--- src/rtl/tmr8_pkg.sv ---
// Shared types for the multi-mode timer.
// Assumes: the mode code and register-select code widths are fixed at 2 bits.
package tmr8_pkg;
    typedef enum logic [1:0] {
        MODE_INTERVAL = 2'b00,
        MODE_CAP_RISE = 2'b01,
        MODE_CAP_FALL = 2'b10,
        MODE_PWM      = 2'b11
    } tmr_mode_e;

    typedef enum logic [1:0] {
        SEL_CTRL  = 2'b00,
        SEL_DATA  = 2'b01,
        SEL_COUNT = 2'b10,
        SEL_NONE  = 2'b11
    } reg_sel_e;
endpackage

--- src/rtl/tmr8_sync_edge.sv ---
// Synchroniser for an asynchronous pin with single-cycle edge strobes.
// Assumes: the pin holds each level for longer than STAGES+1 clocks.
module tmr8_sync_edge #(
    parameter int STAGES = 2
) (
    input  logic clk,
    input  logic rst_n,
    input  logic din,
    output logic rise,
    output logic fall
);
    logic [STAGES:0] sh_q;

    // Shift the pin through the synchroniser plus one history stage.
    always_ff @(posedge clk) begin
        if (!rst_n) sh_q <= '0;
        else        sh_q <= {sh_q[STAGES-1:0], din};
    end

    assign rise = sh_q[STAGES-1] & ~sh_q[STAGES];
    assign fall = ~sh_q[STAGES-1] & sh_q[STAGES];
endmodule

--- src/rtl/tmr8_prescaler.sv ---
// Free-running prescaler and tick-source selector.
// Assumes: divisors are powers of two given as log2, and DIV0_LOG is the largest.
module tmr8_prescaler #(
    parameter int DIV0_LOG = 10,
    parameter int DIV1_LOG = 8,
    parameter int DIV2_LOG = 6
) (
    input  logic       clk,
    input  logic       rst_n,
    input  logic       restart,
    input  logic [1:0] clk_sel,
    input  logic       ext_rise,
    output logic       tick
);
    localparam int PRE_W = DIV0_LOG;

    logic [PRE_W-1:0] pre_q;
    logic [2:0]       tap;

    // Count system clocks; a counter clear restarts the division.
    always_ff @(posedge clk) begin
        if (!rst_n || restart) pre_q <= '0;
        else                   pre_q <= pre_q + 1'b1;
    end

    for (genvar i = 0; i < 3; i++) begin : g_tap
        localparam int L = (i == 0) ? DIV0_LOG : (i == 1) ? DIV1_LOG : DIV2_LOG;
        assign tap[i] = &pre_q[L-1:0];
    end

    // Pick the tick source named by the clock select field.
    always_comb begin
        case (clk_sel)
            2'b00:   tick = tap[0];
            2'b01:   tick = tap[1];
            2'b10:   tick = tap[2];
            default: tick = ext_rise;
        endcase
    end
endmodule

--- src/rtl/tmr8_core.sv ---
// Counter, data register and output waveform for the timer.
// Assumes: tick and cap_strobe are single-cycle; clr has priority over tick.
module tmr8_core
    import tmr8_pkg::*;
#(
    parameter int W = 8
) (
    input  logic         clk,
    input  logic         rst_n,
    input  tmr_mode_e    mode,
    input  logic         tick,
    input  logic         clr,
    input  logic         cap_strobe,
    input  logic         data_wr,
    input  logic [W-1:0] data_wdata,
    output logic [W-1:0] cnt_q,
    output logic [W-1:0] data_q,
    output logic         out,
    output logic         match_evt,
    output logic         ovf_evt
);
    logic ivl_match;
    logic tgl_q;

    assign ivl_match = tick && (mode == MODE_INTERVAL) && (cnt_q == data_q);
    assign ovf_evt   = tick && (&cnt_q) && !ivl_match;
    assign match_evt = ivl_match || cap_strobe;

    // Counter: clear, restart on interval match, otherwise step on tick.
    always_ff @(posedge clk) begin
        if (!rst_n || clr) cnt_q <= '0;
        else if (ivl_match) cnt_q <= '0;
        else if (tick)      cnt_q <= cnt_q + 1'b1;
    end

    // Data register: a capture wins over a bus write in the same cycle.
    always_ff @(posedge clk) begin
        if (!rst_n)         data_q <= '0;
        else if (cap_strobe) data_q <= cnt_q;
        else if (data_wr)    data_q <= data_wdata;
    end

    // Interval toggle flop.
    always_ff @(posedge clk) begin
        if (!rst_n)        tgl_q <= 1'b0;
        else if (ivl_match) tgl_q <= ~tgl_q;
    end

    // Output waveform per mode.
    always_comb begin
        case (mode)
            MODE_INTERVAL: out = tgl_q;
            MODE_PWM:      out = (cnt_q < data_q);
            default:       out = 1'b0;
        endcase
    end
endmodule

--- src/rtl/tmr8_multimode.sv ---
// Top of the multi-mode timer: control register, register bus and interrupts.
// Assumes: single-cycle write strobes; asynchronous pins are synchronised here.
module tmr8_multimode
    import tmr8_pkg::*;
#(
    parameter int W        = 8,
    parameter int SYNC_STG = 2,
    parameter int DIV0_LOG = 10,
    parameter int DIV1_LOG = 8,
    parameter int DIV2_LOG = 6
) (
    input  logic         clk,
    input  logic         rst_n,
    input  logic [1:0]   reg_sel,
    input  logic         wr_en,
    input  logic [7:0]   wr_data,
    output logic [7:0]   rd_data,
    input  logic         cap_in,
    input  logic         ext_clk,
    input  logic         ovf_ack,
    output logic         tmr_out,
    output logic         irq_ovf,
    output logic         irq_match
);
    tmr_mode_e   mode_q;
    logic [1:0]  clksel_q;
    logic        ovf_ie_q, mc_ie_q, mc_pend_q, ovf_pend_q;
    logic        ctrl_wr, clr, tick, ext_rise, cap_rise, cap_fall, cap_strobe;
    logic        match_evt, ovf_evt;
    logic [W-1:0] cnt_q, data_q;

    assign ctrl_wr = wr_en && (reg_sel == SEL_CTRL);
    assign clr     = ctrl_wr && wr_data[3];

    tmr8_sync_edge #(.STAGES(SYNC_STG)) u_ext_sync (
        .clk(clk), .rst_n(rst_n), .din(ext_clk), .rise(ext_rise), .fall()
    );

    tmr8_sync_edge #(.STAGES(SYNC_STG)) u_cap_sync (
        .clk(clk), .rst_n(rst_n), .din(cap_in), .rise(cap_rise), .fall(cap_fall)
    );

    tmr8_prescaler #(.DIV0_LOG(DIV0_LOG), .DIV1_LOG(DIV1_LOG), .DIV2_LOG(DIV2_LOG)) u_pre (
        .clk(clk), .rst_n(rst_n), .restart(clr), .clk_sel(clksel_q),
        .ext_rise(ext_rise), .tick(tick)
    );

    assign cap_strobe = ((mode_q == MODE_CAP_RISE) && cap_rise) ||
                        ((mode_q == MODE_CAP_FALL) && cap_fall);

    tmr8_core #(.W(W)) u_core (
        .clk(clk), .rst_n(rst_n), .mode(mode_q), .tick(tick), .clr(clr),
        .cap_strobe(cap_strobe), .data_wr(wr_en && (reg_sel == SEL_DATA)),
        .data_wdata(wr_data[W-1:0]), .cnt_q(cnt_q), .data_q(data_q),
        .out(tmr_out), .match_evt(match_evt), .ovf_evt(ovf_evt)
    );

    // Stored control fields.
    always_ff @(posedge clk) begin
        if (!rst_n) begin
            mode_q   <= MODE_INTERVAL;
            clksel_q <= 2'b00;
            ovf_ie_q <= 1'b0;
            mc_ie_q  <= 1'b0;
        end else if (ctrl_wr) begin
            mode_q   <= tmr_mode_e'(wr_data[7:6]);
            clksel_q <= wr_data[5:4];
            ovf_ie_q <= wr_data[2];
            mc_ie_q  <= wr_data[1];
        end
    end

    // Match/capture pending: set by hardware, cleared by writing 0.
    always_ff @(posedge clk) begin
        if (!rst_n)                       mc_pend_q <= 1'b0;
        else if (match_evt)               mc_pend_q <= 1'b1;
        else if (ctrl_wr && !wr_data[0])  mc_pend_q <= 1'b0;
    end

    // Overflow pending: set on rollover, cleared by service acknowledge.
    always_ff @(posedge clk) begin
        if (!rst_n)       ovf_pend_q <= 1'b0;
        else if (ovf_evt) ovf_pend_q <= 1'b1;
        else if (ovf_ack) ovf_pend_q <= 1'b0;
    end

    assign irq_ovf   = ovf_pend_q && ovf_ie_q;
    assign irq_match = mc_pend_q && mc_ie_q;

    // Register read mux; the clear command bit reads as 0.
    always_comb begin
        case (reg_sel)
            SEL_CTRL:  rd_data = {mode_q, clksel_q, 1'b0, ovf_ie_q, mc_ie_q, mc_pend_q};
            SEL_DATA:  rd_data = 8'(data_q);
            SEL_COUNT: rd_data = 8'(cnt_q);
            default:   rd_data = 8'h00;
        endcase
    end
endmodule

--- config.mk ---
export PLATFORM = sky130hd
export DESIGN_NAME = tmr8_multimode
export DESIGN_NICKNAME = d
export VERILOG_FILES = /design/src/rtl/tmr8_pkg.sv /design/src/rtl/tmr8_sync_edge.sv /design/src/rtl/tmr8_prescaler.sv /design/src/rtl/tmr8_core.sv /design/src/rtl/tmr8_multimode.sv
export SDC_FILE = /design/constraint.sdc
export NUM_CORES = 1
export LEC_CHECK = 0
export BUFFER_PORTS_ARGS = -buffer_cell sky130_fd_sc_hd__buf_2
export CAP_MARGIN = 20
export CORE_MARGIN = 3
export CORE_UTILIZATION = 50
export DETAILED_ROUTE_END_ITERATION = 10
export GPL_TIMING_DRIVEN = 0
export HOLD_SLACK_MARGIN = 0.03
export MAX_ROUTING_LAYER = met4
export PLACE_DENSITY_LB_ADDON = 0.15
export SYNTH_ARGS = -nofsm -noshare
export SYNTH_HDL_FRONTEND = slang
export SYNTH_SLANG_ARGS = --single-unit
--- constraint.sdc ---
create_clock -name clk -period 1.8 [get_ports clk]
set_clock_uncertainty 0.05 [all_clocks]
set_input_delay 0.36 -clock clk [delete_from_list [all_inputs] [get_ports clk]]
set_output_delay 0.36 -clock clk [all_outputs]
set_load 0.03 [all_outputs]
==> results of run 1 <==
[cell type report]
cell class | count | area, µm²
fill | 328 | 1290
tap | 50 | 62.6
buffer | 10 | 75.1
timing repair buffer | 43 | 294
multi-input combinational | 193 | 1360
clock buffer | 7 | 96.3
inverter | 16 | 60.1
sequential | 41 | 842
clock inverter | 1 | 5.00
[per-layer routing]
metal / global-route usage, % / part of all wire (%)
met5: - / 0
met4: 7.31 / 1.9
met3: 3.93 / 6.6
met2: 32.9 / 45
met1: 30.5 / 46
[cells in the final DEF (no fill, tap or decap), types with 6 or more instances in the layout]
cell type,instances
sky130_fd_sc_hd__a21oi_1,10
sky130_fd_sc_hd__a311oi_1,8
sky130_fd_sc_hd__and2_1,8
sky130_fd_sc_hd__buf_2,20
sky130_fd_sc_hd__buf_4,21
sky130_fd_sc_hd__buf_6,6
sky130_fd_sc_hd__clkbuf_8,8
sky130_fd_sc_hd__dfxtp_1,30
sky130_fd_sc_hd__dfxtp_2,8
sky130_fd_sc_hd__ha_1,12
sky130_fd_sc_hd__inv_1,14
sky130_fd_sc_hd__mux2i_1,11
sky130_fd_sc_hd__nand2_1,25
sky130_fd_sc_hd__nand3_1,14
sky130_fd_sc_hd__nor2_1,38
sky130_fd_sc_hd__o21ai_0,7
sky130_fd_sc_hd__o21ai_1,6
[worst max-delay path by stage]
| stage | from | end | slack [ps] | cells past startpoint |
|---|---|---|---|---|
| 6_report | u_core.data_q[1] | tmr_out | -350 | 8 |
| 5_1_grt | u_core.data_q[1] | tmr_out | -410 | 8 |
| 4_1_cts | u_core.data_q[1] | tmr_out | -380 | 8 |
| 3_5_place_dp | mode_q[1] | u_core.data_q[1] | -520 | 8 |
| 3_3_place_gp | mode_q[1] | u_core.data_q[1] | -480 | 8 |
| 2_1_floorplan | reg_sel[0] | rd_data[1] | -90 | 6 |
[report_power, final]
group | internal [µW] | total (µW) | switching, µW
clock | 347 | 672 | 325
combinational | 146 | 301 | 155
sequential | 929 | 949 | 20.0
[cells by family (layout without fill, tap and decap cells)]
logic type                 after synthesis  after routing  share of synthesized area, %
xor gates and xnor gates                 9              9                          3.66
DFF                                     41             41                          38.1
AOI/OAI and AO/OA                       48             48                          13.7
adders and majority gates               14             14                          8.13
muxes                                   11             11                          5.11
buffers and inverters                   26             77                          4.70
and+or+nand+nor                        111            111                          26.6
[critical path, cell delays in order (launching register included)]
cell and delay [ps]:
sky130_fd_sc_hd__dfxtp_2 350, sky130_fd_sc_hd__inv_2 40, sky130_fd_sc_hd__ha_4 210, sky130_fd_sc_hd__nor2b_4 120, sky130_fd_sc_hd__o21a_1 180, sky130_fd_sc_hd__o21bai_1 160
sky130_fd_sc_hd__a21oi_2 90, sky130_fd_sc_hd__o22ai_2 130, sky130_fd_sc_hd__buf_6 160
[stage by stage]
stage / setup TNS, ps / total power (µW)
after floorplan: -522 / 1100
after global placement: -10370 / 1150
after detailed placement: -10620 / 1160
after CTS: -382 / 1870
after global routing: -2430 / 1980
final: -1500 / 1920
[flip-flops by register name (all words and copies together) (netlist names)]
register         count
clksel_q             2
mc_ie_q              1
mc_pend_q            1
mode_q               2
ovf_ie_q             1
ovf_pend_q           1
u_cap_sync.sh_q      3
u_core.cnt_q         8
u_core.data_q        8
u_core.tgl_q         1
u_ext_sync.sh_q      3
u_pre.pre_q         10
[repair_timing]
action	CTS	global route
gates resized for setup	37	25
setup buffers	9	12
endpoints found under the setup margin	28	20
pin swaps	7	17
==> impl_metrics.tcl, run 1 <==
set metrics [dict create \
    regToRegEndpoint "u_core.cnt_q[1]" \
    synth.net_count 290 \
    post_drt_via_cell_ratio 5.66 \
    placeableCoreArea_um2 4090 \
    drt_iter0_drc 188 \
    drtAntennaViolNets 0 \
    post_layout_nonfiller_instances 361 \
    post-synth-top-count-cell "sky130_fd_sc_hd__dfxtp_1" \
    number_of_synthesized_flops_with_an_enable_pin 0 \
    holdWs_ps 219 \
    grt_start_max_net_pins 13 \
    synth_warn 0 \
    initial_utilization_pct 52.7 \
    die_h_um 71.6 \
    synthTopCellsByArea "sky130_fd_sc_hd__dfxtp_1 (38%), sky130_fd_sc_hd__ha_1 (8.1%), sky130_fd_sc_hd__nor2_1 (6.6%)" \
    hold-path-endpoint "u_cap_sync.sh_q[0]" \
    synth_sequential_area_ratio_pct 38.1 \
    grt.overflow.total 0 \
    vdd.ir_drop.worst_mv 0.525 \
    period_needed_ps 2150 \
    cts_hold_buf 0 \
    drt-wirelength-per-cell_um 15.4 \
    portBuffers 22 \
    cp-end-kind "output pin" \
    grt_pass1_vias 1804 \
    share_of_cells_above_drive_strength_1_pct 29.3 \
    hold-path-cell-count 2 \
    critical_hold_path_startpoint "cap_in" \
    setup.worst_path.start_class "register" \
    numCtsBuffers 5 \
    worst-endpoint-required_ps 1390 \
    finalNetCount 340 \
    fmax_achieved_mhz 466 \
    final.period_utilization_pct 119 \
    tightest_slew_ps 657 \
    most_used_flip_flop_cell_after_synthesis "sky130_fd_sc_hd__dfxtp_1" \
    syn_avg_cell_area_um2 8.29 \
    synth.cells.most_frequent "sky130_fd_sc_hd__dfxtp_1 (41), sky130_fd_sc_hd__nor2_1 (38), sky130_fd_sc_hd__nand2_1 (25), sky130_fd_sc_hd__o21ai_0 (16)" \
    gate_count_after_technology_mapping 260 \
    wirelength_um 5550 \
    total_die_area_um2 5130 \
    clock_path_buffers 2 \
    critPathMaxFanout 2 \
    worst_ep_arrival_time_ps 1740 \
    crit_type "reg2out" \
    cts-root-buf "sky130_fd_sc_hd__clkbuf_8" \
    dpl.cell_count 332 \
    latest_clock_arrival_within_the_worst_skew_pair_ps 300 \
    placed_cell_area_um2 2350 \
    detailedPlace.worstSlack_ps -517 \
    synth_cell_types 38 \
    detail_route.first_pass.iterations 4 \
    tritoncts_num_sinks 41 \
    cts.reportedPaths.clkPinSlew_ps 80 \
    status "finished with violations" \
    power_per_cell_area_nw_per_um2 688 \
    rsz_0062_raised_after_global_routing "yes" \
    worst_r2r_startpoint "u_core.data_q[1]" \
    detail_route.drc_violations 0 \
    leak_pwr_uw 0.00114 \
    grt_antenna_before_repair 0 \
    violated_checks "setup timing" \
    drv_cap 0 \
    timing.max_slew.rel_slack_pct 56.2 \
    cts.htree.levels 2 \
    setup_viol 10 \
    final-max-slew-violation-count 0 \
    min-delay-path-class "in2reg" \
    postLayoutSetupSlackWorst_ps -348 \
    worst-r2r-setup-slack_ps -180 \
    global_route_wire_length_before_repair_um 8650 \
    final-hold-violation-count 0 \
    dp_hpwl_um 3450 \
    vias_after_detailed_routing 2044 \
    tritoncts "built" \
    pin_count 27 \
    stdcell_area_um2 2790 \
    routabilityCongestion 0.875 \
    async_reset_ff_share_pct 0 \
    synth.ff_latch_count 41 \
    yosys.area.top_type "sky130_fd_sc_hd__dfxtp_1" \
    synth_top_area_share_pct 38.1 \
    fin_util_pct 68.4 \
    antenna-diode-count 0 \
    groute.usage.overall_pct 22.1 \
    ff2ff_path_depth 11 \
    dieWidth_um 71.6 \
    cell_rows 23 \
    layout-area-overhead-vs-synth_pct 29.7 \
    syn_area_um2 2150 \
]
(Power assumes the default switching activity.)
==> run 2, diff against run 1 <==
--- a/config.mk
+++ b/config.mk
@@ -14,6 +14,8 @@
 export HOLD_SLACK_MARGIN = 0.03
 export MAX_ROUTING_LAYER = met4
 export PLACE_DENSITY_LB_ADDON = 0.15
+export RECOVER_POWER = 50
+export REMOVE_ABC_BUFFERS = 1
 export SYNTH_ARGS = -nofsm -noshare
 export SYNTH_HDL_FRONTEND = slang
 export SYNTH_SLANG_ARGS = --single-unit
==> impl_metrics.tcl, run 2 (same netlist as run 1, synthesis figures left out) <==
set metrics [dict create \
    p_total_uw 1900 \
    dieWidth_um 71.6 \
    most-common-layout-cells "sky130_fd_sc_hd__nor2_1 (37), sky130_fd_sc_hd__nand2_1 (24), sky130_fd_sc_hd__buf_4 (24), sky130_fd_sc_hd__buf_2 (21)" \
    area.sequential_um2 862 \
    ff2ff_path_depth 8 \
    holdWs_ps 215 \
    leak_pwr_uw 0.00112 \
    antenna-diode-count 0 \
    largest_register_ffs 10 \
    portBuffers 26 \
    crit_type "reg2out" \
    placeableCoreArea_um2 4090 \
    cts.htree.levels 2 \
    critical_hold_path_startpoint "ext_clk" \
    routabilityCongestion 0.773 \
    worst_r2r_startpoint "u_core.data_q[2]" \
    detail_route.first_pass.iterations 4 \
    latest_clock_arrival_within_the_worst_skew_pair_ps 300 \
    layout-area-overhead-vs-synth_pct 31.2 \
    drt_iter0_drc 120 \
    status "finished with violations" \
    violated_checks "setup timing" \
    cts-root-buf "sky130_fd_sc_hd__clkbuf_8" \
    setup.worst_path.start_class "register" \
    dp_hpwl_um 3340 \
    worst-endpoint-required_ps 1390 \
    total_die_area_um2 5130 \
    final_common_cell "sky130_fd_sc_hd__nor2_1" \
    tritoncts "built" \
    cts.reportedPaths.clkPinSlew_ps 80 \
    registers.top_by_ff_count "u_pre.pre_q" \
    ordered_list_of_cells_on_the_worst_path "ha_4, nor2b_4, o21a_1, o21bai_1, a21oi_2, o22ai_1, buf_4" \
    cp_slowest_stage_delay_ps 360 \
    fmax_achieved_mhz 465 \
    post_drt_via_cell_ratio 5.65 \
    pin_count 27 \
    drv_cap 0 \
    clock_path_buffers 2 \
    postLayoutSetupSlackWorst_ps -350 \
    drtAntennaViolNets 0 \
    period_needed_ps 2150 \
    power.share.sequential_pct 50.0 \
    min-delay-path-class "in2reg" \
    worst-r2r-setup-slack_ps 60 \
    grt_antenna_before_repair 0 \
    final.period_utilization_pct 119 \
    drt-wirelength-per-cell_um 15.3 \
    grt_pass1_vias 1791 \
    detail_route.drc_violations 0 \
    timing.max_slew.rel_slack_pct 54.6 \
    initial_utilization_pct 52.7 \
    groute.usage.overall_pct 22.3 \
    finalNetCount 337 \
    hold-path-endpoint "u_ext_sync.sh_q[0]" \
    cell_rows 23 \
    setup_viol 1 \
    power.switching_fraction_pct 26.2 \
    cp-end-kind "output pin" \
    global_route_wire_length_before_repair_um 8560 \
    power_internal_uw 1400 \
    cts_hold_buf 0 \
    worst_ep_arrival_time_ps 1740 \
    multiInputGateArea_um2 1430 \
    clock_share_of_power_pct 35.5 \
    grt.overflow.total 0 \
    share_of_cells_above_drive_strength_1_pct 37.3 \
    largestRegisters "u_pre.pre_q (10), u_core.cnt_q (8), u_core.data_q (8)" \
    tightest_slew_ps 679 \
    power_per_cell_area_nw_per_um2 670 \
    numCtsBuffers 5 \
    vias_after_detailed_routing 2021 \
    critPathMaxFanout 2 \
    worst_path_max_delay_cell "sky130_fd_sc_hd__dfxtp_4" \
    power.share.combinational_pct 14.4 \
    hold-path-cell-count 2 \
    final-max-slew-violation-count 0 \
    vdd.ir_drop.worst_mv 0.475 \
    regToRegEndpoint "u_core.cnt_q[5]" \
    switching_power_uw 496 \
    rsz_0062_raised_after_global_routing "yes" \
    wirelength_um 5490 \
    die_h_um 71.6 \
    final.fill_count 323 \
    tritoncts_num_sinks 41 \
    final-hold-violation-count 0 \
    grt_start_max_net_pins 19 \
]
[run 2: changes by cell type in the layout (fill, tap and decap cells not counted), sizes merged]
| cell | change |
|---|---|
| buf | -2 |
| clkbuf | -1 |
[run 2: what timing repair did]
item	in CTS	in global routing
setup buffers	14	9
resized for setup	29	46
hold endpoints to repair	0	0
endpoints found under the setup margin	37	26
pin swaps	4	20
[run 2: layout make-up]
class,instances,area share [%]
clock inverter,1,0.177
clock buffer,7,3.41
timing repair buffer,50,11.1
tap,50,2.21
multi-input combinational,193,50.5
sequential,41,30.5
inverter,16,2.12
[run 2: stage by stage]
step	worst slack [ps]	setup TNS, ps	cells	utilization [%]	cell area [µm²]
2_1_floorplan	-194	-3160	250	-	2110
3_3_place_gp	-1170	-35520	326	56.4	2310
3_5_place_dp	-609	-19650	327	56.7	2320
4_1_cts	-349	-349	349	64.2	2620
5_1_grt	-422	-598	358	69.2	2830
6_report	-350	-350	358	69.2	2830
[run 2: worst max path at each step]
stage	cells past startpoint	start	to	slack, ps
floorplan	4	reg_sel[0]	u_core.cnt_q[0]	-190
global placement	5	wr_en	u_core.cnt_q[0]	-1170
detailed placement	7	u_core.cnt_q[0]	u_core.tgl_q	-610
CTS	7	u_core.cnt_q[1]	tmr_out	-350
global route	8	u_core.data_q[1]	tmr_out	-420
finish	7	u_core.cnt_q[1]	tmr_out	-350
[run 2: critical path: cells and delay by family, from the launching register on]
family,cells,cell delay [ps]
flops,1,360
fa+ha+maj,1,230
compound gates,4,540
simple gates,1,110
buf+inv,1,190
[run 2: metal layers]
layer / vias to the layer above / routed length [µm] / track usage (%)
li1: 995 / - / -
met1: 943 / 2540 / 29.4
met2: 68 / 2530 / 32.0
met3: 15 / 240 / 3.93
met4: 0 / 187 / 12.7
met5: - / 0 / -
[run 2: power groups by stage]
stage          clock, µW  sequential (µW)  combinational, µW
6_report             674              948                274
5_1_grt              721              951                299
4_1_cts              689              948                230
3_5_place_dp           0              971                177
3_3_place_gp           0              970                175
2_1_floorplan          0              965                113
==> run 3, diff against run 2 <==
--- a/config.mk
+++ b/config.mk
@@ -13,7 +13,7 @@
 export GPL_TIMING_DRIVEN = 0
 export HOLD_SLACK_MARGIN = 0.03
 export MAX_ROUTING_LAYER = met4
-export PLACE_DENSITY_LB_ADDON = 0.15
+export PLACE_DENSITY = 0.79
 export RECOVER_POWER = 50
 export REMOVE_ABC_BUFFERS = 1
 export SYNTH_ARGS = -nofsm -noshare
==> impl_metrics.tcl, run 3 (same netlist as run 1, synthesis figures left out) <==
set metrics [dict create \
    tritoncts_num_sinks 41 \
    power.share.combinational_pct 12.8 \
    grt.overflow.total 0 \
    tritoncts "built" \
    setup.worst_path.start_class "register" \
    crit_type "reg2out" \
    status "finished with violations" \
    most-common-layout-cells "sky130_fd_sc_hd__nor2_1 (37), sky130_fd_sc_hd__dfxtp_1 (29), sky130_fd_sc_hd__nand2_1 (24), sky130_fd_sc_hd__buf_2 (20), sky130_fd_sc_hd__buf_4 (17)" \
    vdd.ir_drop.worst_mv 0.464 \
    worst_path_max_delay_cell "sky130_fd_sc_hd__dfxtp_1" \
    drt_iter0_drc 175 \
    registers.top_by_ff_count "u_pre.pre_q" \
    detail_route.first_pass.iterations 4 \
    vias_after_detailed_routing 1971 \
    detail_route.drc_violations 0 \
    clock_path_buffers 2 \
    grt_pass1_vias 1809 \
    cts.reportedPaths.clkPinSlew_ps 80 \
    cts.htree.levels 2 \
    stdcell_area_um2 2630 \
    power_per_cell_area_nw_per_um2 671 \
    final.period_utilization_pct 117 \
    critPathMaxFanout 3 \
    post_drt_via_cell_ratio 5.60 \
    power.switching_fraction_pct 26.7 \
    switching_power_uw 471 \
    placed_cell_area_um2 2330 \
    holdWs_ps 220 \
    antenna-diode-count 0 \
    timing.max_slew.rel_slack_pct 37.4 \
    period_needed_ps 2110 \
    wirelength_um 5240 \
    portBuffers 26 \
    die_h_um 71.6 \
    min-delay-path-class "in2reg" \
    drt-wirelength-per-cell_um 14.9 \
    cell_rows 23 \
    worst-endpoint-required_ps 1390 \
    worst-r2r-setup-slack_ps -60 \
    final_common_cell "sky130_fd_sc_hd__nor2_1" \
    drtAntennaViolNets 0 \
    setup_viol 24 \
    dieWidth_um 71.6 \
    final.fill_count 323 \
    final-max-slew-violation-count 0 \
    worst_ep_arrival_time_ps 1700 \
    placeableCoreArea_um2 4090 \
    power_internal_uw 1300 \
    tightest_slew_ps 935 \
    clock_share_of_power_pct 33.4 \
    violated_checks "setup timing" \
    largestRegisters "u_pre.pre_q (10), u_core.cnt_q (8), u_core.data_q (8)" \
    top_usage_layer "met2" \
    cp_slowest_stage_delay_ps 360 \
    dpl.cell_count 328 \
    cp-end-kind "output pin" \
    power.share.sequential_pct 53.7 \
    groute.usage.overall_pct 21.1 \
    post_layout_nonfiller_instances 352 \
    leak_pwr_uw 0.00106 \
    postLayoutSetupSlackWorst_ps -314 \
    ordered_list_of_cells_on_the_worst_path "inv_1, ha_1, nand2_1, o21bai_1, a21oi_1, o22ai_1, buf_4" \
    fmax_achieved_mhz 473 \
    latest_clock_arrival_within_the_worst_skew_pair_ps 290 \
    cts-root-buf "sky130_fd_sc_hd__clkbuf_8" \
    finalNetCount 331 \
    routabilityCongestion 0.845 \
    met3_usage_pct 4.77 \
    global_route.usage.met1_pct 26.3 \
    share_of_cells_above_drive_strength_1_pct 25.8 \
    pin_count 27 \
    cts_hold_buf 0 \
    p_total_uw 1770 \
    layout-area-overhead-vs-synth_pct 22.2 \
    initial_utilization_pct 52.7 \
    final-hold-violation-count 0 \
    total_die_area_um2 5130 \
    groute.layer.met2.usage_pct 33.1 \
    numCtsBuffers 5 \
    largest_register_ffs 10 \
    global_route_wire_length_before_repair_um 8370 \
    grt_antenna_before_repair 0 \
    detailedPlace.worstSlack_ps -621 \
    rsz_0062_raised_after_global_routing "yes" \
    drv_cap 0 \
    grt_start_max_net_pins 19 \
    dp_hpwl_um 3310 \
]
==> run 3: cell types whose count changed in the layout (fill, tap and decap cells not counted), moves of 5 or more <==
cell                      previous run  this run
sky130_fd_sc_hd__inv_2               6         1
sky130_fd_sc_hd__ha_1                5        12
sky130_fd_sc_hd__o21ai_1             7         2
sky130_fd_sc_hd__dfxtp_1            18        29
sky130_fd_sc_hd__inv_1               9        14
sky130_fd_sc_hd__ha_4                7         2
sky130_fd_sc_hd__dfxtp_2            18         9
sky130_fd_sc_hd__o21ai_0             9        14
sky130_fd_sc_hd__buf_4              24        17
==> run 3: path summary, 6_finish.rpt <==
| kind | from | end | cells past startpoint |
|---|---|---|---|
| min | ext_clk | u_ext_sync.sh_q[0] | 2 |
| min reg2reg | u_ext_sync.sh_q[0] | u_ext_sync.sh_q[1] | 1 |
| max reg2reg | mode_q[1] | u_core.data_q[5] | 8 |
| max | u_core.data_q[4] | tmr_out | 7 |
==> run 3: power by group through the flow <==
stage | Combinational, µW | Clock [µW] | Sequential, µW
2_1_floorplan | 113 | 0 | 965
3_3_place_gp | 173 | 0 | 970
3_5_place_dp | 179 | 0 | 971
4_1_cts | 221 | 594 | 948
5_1_grt | 250 | 634 | 952
6_report | 227 | 591 | 949
==> run 3: stage by stage <==
stage          setup TNS, ps  util (%)
5_1_grt                -3830      64.5
3_5_place_dp          -13090      57.0
2_1_floorplan          -3160         -
3_3_place_gp          -34270      56.4
4_1_cts                 -341      62.8
6_report               -1720      64.5
==> run 3: what timing repair did <==
| action | CTS | global route |
|---|---|---|
| setup endpoints to repair | 34 | 24 |
| buffers inserted | 7 | 9 |
| resized for setup | 25 | 15 |
| pin swaps | 3 | 15 |
==> run 3: final cells by class <==
type,instances,area [µm²],share of cell area [%]
multi-input combinational,193,1320,50.2
tap,50,62.6,2.38
timing repair buffer,44,264,10.0
sequential,41,843,32.0
clock inverter,2,10.0,0.380
clock buffer,6,72.6,2.76
inverter,16,60.1,2.28
==> run 3: worst max-delay path, delay by kind of cell (launching register included) <==
family          cells  cell delay (ps)
buf+inv             2              230
flops               1              360
compound gates      3              410
fa+ha+maj           1              290
simple gates        1              100
==> run 3: routing by layer <==
| metal | vias to the layer above | share of wire (%) |
|---|---|---|
| met3 | 15 | 6.1 |
| met2 | 70 | 48 |
| met4 | 0 | 2.9 |
| met5 | - | 0 |
| li1 | 982 | - |
| met1 | 904 | 43 |
